## config.mk

```make
export PLATFORM = sky130hd
export DESIGN_NAME = regCmdStage
export DESIGN_NICKNAME = d
export VERILOG_FILES = /design/src/rtl/regcmd_pkg.sv /design/src/rtl/regcmd_datapath.sv /design/src/rtl/regcmd_control.sv /design/src/rtl/regCmdStage.sv
export SDC_FILE = /design/constraint.sdc
export NUM_CORES = 1
export LEC_CHECK = 0
export BUFFER_PORTS_ARGS = -buffer_cell sky130_fd_sc_hd__buf_2
export CAP_MARGIN = 20
export CORE_ASPECT_RATIO = 0.8
export CORE_MARGIN = 2
export CORE_UTILIZATION = 41
export DETAILED_ROUTE_END_ITERATION = 8
export PLACE_DENSITY = 0.74
export SYNTH_ARGS = -nofsm -noshare
export SYNTH_HDL_FRONTEND = slang
export SYNTH_SLANG_ARGS = --single-unit
```

## constraint.sdc

```tcl
create_clock -name clk -period 1.2 [get_ports clk]
set_input_delay 0.06 -clock clk [delete_from_list [all_inputs] [get_ports clk]]
set_output_delay 0.06 -clock clk [all_outputs]
set_load 0.05 [all_outputs]
```

## src/rtl/regcmd_pkg.sv

```systemverilog
package regcmd_pkg;

  // Controls the control unit hands to the datapath each cycle.
  typedef struct packed {
    logic useReg;  // select registered copy for the device side
    logic clear;   // load the no-operation image into the register
  } stageCtl_t;

  // Strobe delay in clocks for a given mode and latency.
  function automatic int unsigned rdDelay(input logic regMode, input logic casLat3);
    return (casLat3 ? 3 : 2) + (regMode ? 1 : 0);
  endfunction

endpackage

```

## src/rtl/regcmd_datapath.sv

```systemverilog
module regcmd_datapath
  import regcmd_pkg::*;
#(
  parameter int unsigned CMD_W = 31,
  parameter logic [CMD_W-1:0] NOP_IMG = '1
) (
  input  logic             clk,
  input  stageCtl_t        ctl,
  input  logic [CMD_W-1:0] hostCmd,
  output logic [CMD_W-1:0] devCmd
);

  logic [CMD_W-1:0] cmdQ;

  always_ff @(posedge clk) begin
    if (ctl.clear) cmdQ <= NOP_IMG;
    else           cmdQ <= hostCmd;
  end

  assign devCmd = ctl.useReg ? cmdQ : hostCmd;

endmodule

```

## src/rtl/regcmd_control.sv

```systemverilog
module regcmd_control
  import regcmd_pkg::*;
#(
  parameter int unsigned CS_W  = 4,
  parameter int unsigned MAX_CL = 3
) (
  input  logic            clk,
  input  logic            rst,
  input  logic            regMode,
  input  logic            casLat3,
  input  logic            hostRasN,
  input  logic            hostCasN,
  input  logic            hostWeN,
  input  logic [CS_W-1:0] hostCsN,
  output stageCtl_t       ctl,
  output logic            wrLaunch,
  output logic            rdValid
);

  localparam int unsigned PIPE_D = MAX_CL + 1;

  logic selected, isRead, isWrite;
  logic [PIPE_D-1:0] rdPipe;
  logic wrPipe;
  logic [$clog2(PIPE_D)-1:0] rdTap;

  assign selected = ~(&hostCsN);
  assign isRead   = selected & hostRasN & ~hostCasN & hostWeN;
  assign isWrite  = selected & hostRasN & ~hostCasN & ~hostWeN;

  // rdPipe[i] holds a read issued i+1 cycles ago
  always_ff @(posedge clk) begin
    if (rst) begin
      rdPipe <= '0;
      wrPipe <= 1'b0;
    end else begin
      rdPipe <= {rdPipe[PIPE_D-2:0], isRead};
      wrPipe <= isWrite;
    end
  end

  assign rdTap    = ($clog2(PIPE_D))'(rdDelay(regMode, casLat3) - 1);
  assign rdValid  = rdPipe[rdTap];
  assign wrLaunch = regMode ? wrPipe : isWrite;

  assign ctl.useReg = regMode;
  assign ctl.clear  = rst;

endmodule

```

## src/rtl/regCmdStage.sv

```systemverilog
module regCmdStage
  import regcmd_pkg::*;
#(
  parameter int unsigned ROW_W  = 13,
  parameter int unsigned BANK_W = 2,
  parameter int unsigned CS_W   = 4,
  parameter int unsigned MASK_W = 8
) (
  input  logic              clk,
  input  logic              rst,
  input  logic              regMode,
  input  logic              casLat3,
  input  logic [ROW_W-1:0]  hostAddr,
  input  logic [BANK_W-1:0] hostBank,
  input  logic              hostRasN,
  input  logic              hostCasN,
  input  logic              hostWeN,
  input  logic [CS_W-1:0]   hostCsN,
  input  logic              hostCke,
  input  logic [MASK_W-1:0] hostDqm,
  output logic [ROW_W-1:0]  devAddr,
  output logic [BANK_W-1:0] devBank,
  output logic              devRasN,
  output logic              devCasN,
  output logic              devWeN,
  output logic [CS_W-1:0]   devCsN,
  output logic              devCke,
  output logic [MASK_W-1:0] devDqm,
  output logic              wrLaunch,
  output logic              rdValid
);

  localparam int unsigned CMD_W = ROW_W + BANK_W + 3 + CS_W + 1 + MASK_W;
  localparam logic [CMD_W-1:0] NOP_IMG =
    {{ROW_W{1'b0}}, {BANK_W{1'b0}}, 3'b111, {CS_W{1'b1}}, 1'b1, {MASK_W{1'b0}}};

  stageCtl_t ctl;
  logic [CMD_W-1:0] hostCmd, devCmd;

  assign hostCmd = {hostAddr, hostBank, hostRasN, hostCasN, hostWeN, hostCsN, hostCke, hostDqm};
  assign {devAddr, devBank, devRasN, devCasN, devWeN, devCsN, devCke, devDqm} = devCmd;

  regcmd_control #(.CS_W(CS_W), .MAX_CL(3)) i_control (
    .clk(clk), .rst(rst), .regMode(regMode), .casLat3(casLat3),
    .hostRasN(hostRasN), .hostCasN(hostCasN), .hostWeN(hostWeN), .hostCsN(hostCsN),
    .ctl(ctl), .wrLaunch(wrLaunch), .rdValid(rdValid)
  );

  regcmd_datapath #(.CMD_W(CMD_W), .NOP_IMG(NOP_IMG)) i_datapath (
    .clk(clk), .ctl(ctl), .hostCmd(hostCmd), .devCmd(devCmd)
  );

endmodule

```

### After elaboration in Yosys (flattened, before gate mapping)

Index checks and enable logic that the tools add are counted.
Widths: inputs -> output; s select.

* bits in registers: 36
* input port bits: 35
* output and inout bits: 33
* word-level logic and storage cells: 20

* add/sub/neg operators: 2
* magnitude comparators: 1
* multiplexer cells: 6
* bitwise gates (word level): 7
* reductions and logical operators: 1

Operators by type and width (count)
* $mux 31: 1
* $and 1x1->1: 4
* $mux 1: 4
* $reduce_and 4->1: 1
* $lt 2x3->1 const B: 1
* $not 1->1: 3
* $add 2x2->2: 1
* $bmux 1 s2: 1
* $sub 2x1->2 const B: 1

### Depth between registers and ports, before layout

* depth after elaboration: 6
* gate-level depth with buffers: 5
* gate-level depth less buffers: 3

### Cells and area by module

From an unflattened synthesis, not the netlist that was laid out.

* cell total of the unflattened synthesis: 119
* area, all modules: 1456.4 um^2

Modules (own cells, without submodules)
* regcmd_datapath: instances 1, cells each 99, area an instance 1221.2 um^2, sequential area each 620.6 um^2
* regcmd_control: instances 1, cells each 20, area an instance 235.2 um^2, sequential area each 100.1 um^2

### Worst setup path before layout

Ideal clock, no wire load.

* path type: in2out
* start: input regMode
* end: output wrLaunch
* arrival: 1.356 ns
* data required time: 1.140 ns
* path slack: -0.216 ns
* stages: 3
* path buffers: 2
* cell sequence: buf_6 > buf_6 > o41ai_2

* longest elaborated chain between the ends: 1

Ends and longest elaborated chain
* from (decl): line regCmdStage.sv:11 `input logic regMode,`
* $mux 1: line regcmd_control.sv:44 `assign wrLaunch = regMode ? wrPipe : isWrite;`
* to (decl): line regCmdStage.sv:29 `output logic wrLaunch,`

Every way passes these cells.

### Worst setup path in the final report

* start: register i_control.rdPipe[0]
* end: output rdValid

* longest elaborated chain between the ends: 2

Ends and longest elaborated chain
* from (decl): line regcmd_control.sv:23 `logic [PIPE_D-1:0] rdPipe;`
* from (signal assigned): line regcmd_control.sv:37 `rdPipe <= {rdPipe[PIPE_D-2:0], isRead};`
* $bmux 1 s2: line regcmd_control.sv:43 `assign rdValid = rdPipe[rdTap];`
* $mux 1 (not written as such): line regcmd_control.sv:43
* to (decl): line regCmdStage.sv:30 `output logic rdValid`

Every way passes these cells. The select of a mux whose other input is x is not followed.

==> impl_metrics.yaml <==
route:
  drc_errors: 0
  wirelength_mm: 2.868
  final_antenna_net_count: 0
  initialDrtViolationCount: 14
  routed_via_density: 4.626
  wl_per_cell_um: 11.66
  vias: 1138
  first_pass_iters: 2
power_and_ir_drop:
  power_leakage_nw: 0.9834
  power_density_nw_per_um2: 1356
  finalPower_mw: 2.813
  ir_drop_v: 0.0006997
clock_network:
  cts_buffer_depth: 2
  clock_sinks: 36
  cts_setup_buffers: 0
  cts_buffers: 5
  clk_pin_slew_ns: 0.07
  clk_latency_ns: 0.28
  cts_htree_levels: 2
  cts_tree: "built"
  root_buffer: "clkbuf_8"
grt:
  grt_overflow: 0
  grt_first_pass_wirelength_mm: 4.698
  grt_use_total_pct: 14.78
  antenna_found_initial: 0
  grt_pass1_vias: 1133
  grt_start_max_net_pins: 36
synthesis:
  syn_inst: 118
  syn_avg_cell_area_um2: 12.25
  yosysWarningCount: 0
  netlist-cell-type-count: 16
  synth_nets: 154
  synth_top_area_share_pct: 49.87
  synth_area_um2: 1445
  synth_area_leaders: "dfxtp_1, mux2_2, and2b_1, nor2b_1, or2_2"
  yosysTopAreaCell: "dfxtp_1"
  synth_seq_area_share_pct: 49.87
  ys_seq_elements: 36
outcome:
  status: "finished, violations left"
  violations: "negative setup slack"
hold_path:
  hp-start: "hostAddr[4]"
  min_path_type: "in -> reg"
cells_and_area:
  area_growth_syn_to_layout_pct: 43.55
  ff_latch_area_um2: 720.7
  fillers: 311
  final_cells: 246
  drive_above_1_share_pct: 57.84
  multiInputGateArea_um2: 684.4
  finalInstanceArea_um2: 2074
  nNetsFinal: 239
  diodes: 0
sta:
  max_freq_mhz: 775.8
  setup_viol: 1
  skew_ns: 0.001647
  fin_hold_ws_ns: 0.005537
  hold_viol_final: 0
  min_period_ns: 1.289
  post-route-period-util_pct: 107.4
  slew_violations: 0
  slew_headroom_pct: 65.69
  rsz0062_at_grt: "true"
  setup_ws_ns: -0.08904
  fin_tns_setup_ns: -0.08904
  worst_slew_pin_slew_ns: 0.5146
setup_path:
  crit_path_end_kind: "output pin"
  required_ns: 1.14
  crit_arrival_ns: 1.23
  r2r_start: "i_control.rdPipe[1]"
  startpoint_type: "register"
  criticalPathCategory: "reg -> out"
  cp_max_fo: 2
  cp-startpoint: "i_control.rdPipe[0]"
floorplan:
  initial_core_util_pct: 42.51
  die_x_um: 70.38
  coreArea_um2: 3400
  core.rowCount: 19
  io_pins: 68
  die_h_um: 57.10
  dieArea_um2: 4018
job:
  drv_cap: 0
placement:
  place_area_um2: 1818
  port_buffers: 67
  dp_hpwl_mm: 1.984
  routabilityCongestion: 0.7108
  placed_cells: 222
kinds of logic (layout without fill, tap and decap cells):
kind of cell / count (synthesis) / count (layout) / synth area share [%]
buffers and inverters: 9 / 95 / 4.416
adders and majority gates: 1 / 1 / 0.8657
and+or+nand+nor: 39 / 39 / 18.01
muxes: 32 / 32 / 25.71
AOI/OAI and AO/OA: 1 / 1 / 1.126
DFF: 36 / 36 / 49.87
final timing paths:
path | end | slack (ns) | depth (start not counted)
worst max register to register | i_control.rdPipe[2] | 0.65 | 1
worst max-delay path | rdValid | -0.09 | 2
worst min-delay path | i_datapath.cmdQ[22] | 0.006 | 2
worst min register to register | i_control.rdPipe[3] | 0.47 | 1
Yosys cell counts:
cell,number
and4_1,1
inv_1,2
nor4b_1,1
nand2b_1,1
nor3_1,1
dfxtp_1,36
nor2b_1,14
ha_1,1
and2b_1,12
or2_2,8
nand2_1,1
buf_6,4
o41ai_2,1
clkbuf_1,3
mux4_2,1
mux2_2,31
area by class of cell:
class                   count  share of cell area (%)
well taps                  42                   2.533
repair buffers             85                   24.91
flip-flops and latches     36                   34.74
inverters                   2                  0.4825
clock buffers               8                   4.343
multi-input cells          73                   32.99
worst max-delay path, cell delays in order (launching register included):
cell     delay [ns]
dfxtp_1        0.31
mux4_2         0.47
buf_6          0.17
state kept, by name, indices dropped and copies added (netlist names):
signal	flops
i_datapath.cmdQ	31
i_control.rdPipe	4
i_control.wrPipe	1
per-layer routing:
metal  up-vias  global-route usage [%]  share of wire, %
li1        562                       -                 -
met1       537                   17.00                43
met2        35                   25.61                49
met3         4                   4.947               6.6
met4         0                   5.769               1.3
met5         -                       0                 0
repair_timing:
item,in CTS,in global routing
hold endpoints to repair,16,0
gates resized for setup,2,0
hold buffers,16,0
cloned,0,0
endpoints found under the setup margin,1,1
power by group:
part	switching (mW)	internal, mW	leakage, nW	total (mW)
sequential	0.0128	1.25	0.299	1.27
combinational	0.439	0.252	0.639	0.691
clock	0.388	0.468	0.0455	0.856
total	0.840	1.97	0.983	2.81
cells in the final DEF (no fill, tap or decap):
master and instances:
or2_2 8, clkbuf_1 2, inv_1 1, buf_2 66
ha_4 1, nand2b_1 1, nand2_1 1, inv_4 1
nor4b_1 1, dfxtp_1 36, dlygate4sd3_1 16, nor3_1 1
nor2b_1 14, mux4_2 1, o41ai_4 1, and4_1 1
and2b_1 12, buf_6 1, buf_4 2, mux2_2 31
clkbuf_8 6
stage by stage:
step           worst slack (ns)  util [%]
4_1_cts                 -0.1083     61.02
2_1_floorplan          -0.08429         -
6_report               -0.08904     61.02
3_3_place_gp           -0.04308     53.48
5_1_grt                 -0.1371     61.02
3_5_place_dp           -0.04782     53.48
Power figures use the tool's default switching activity.
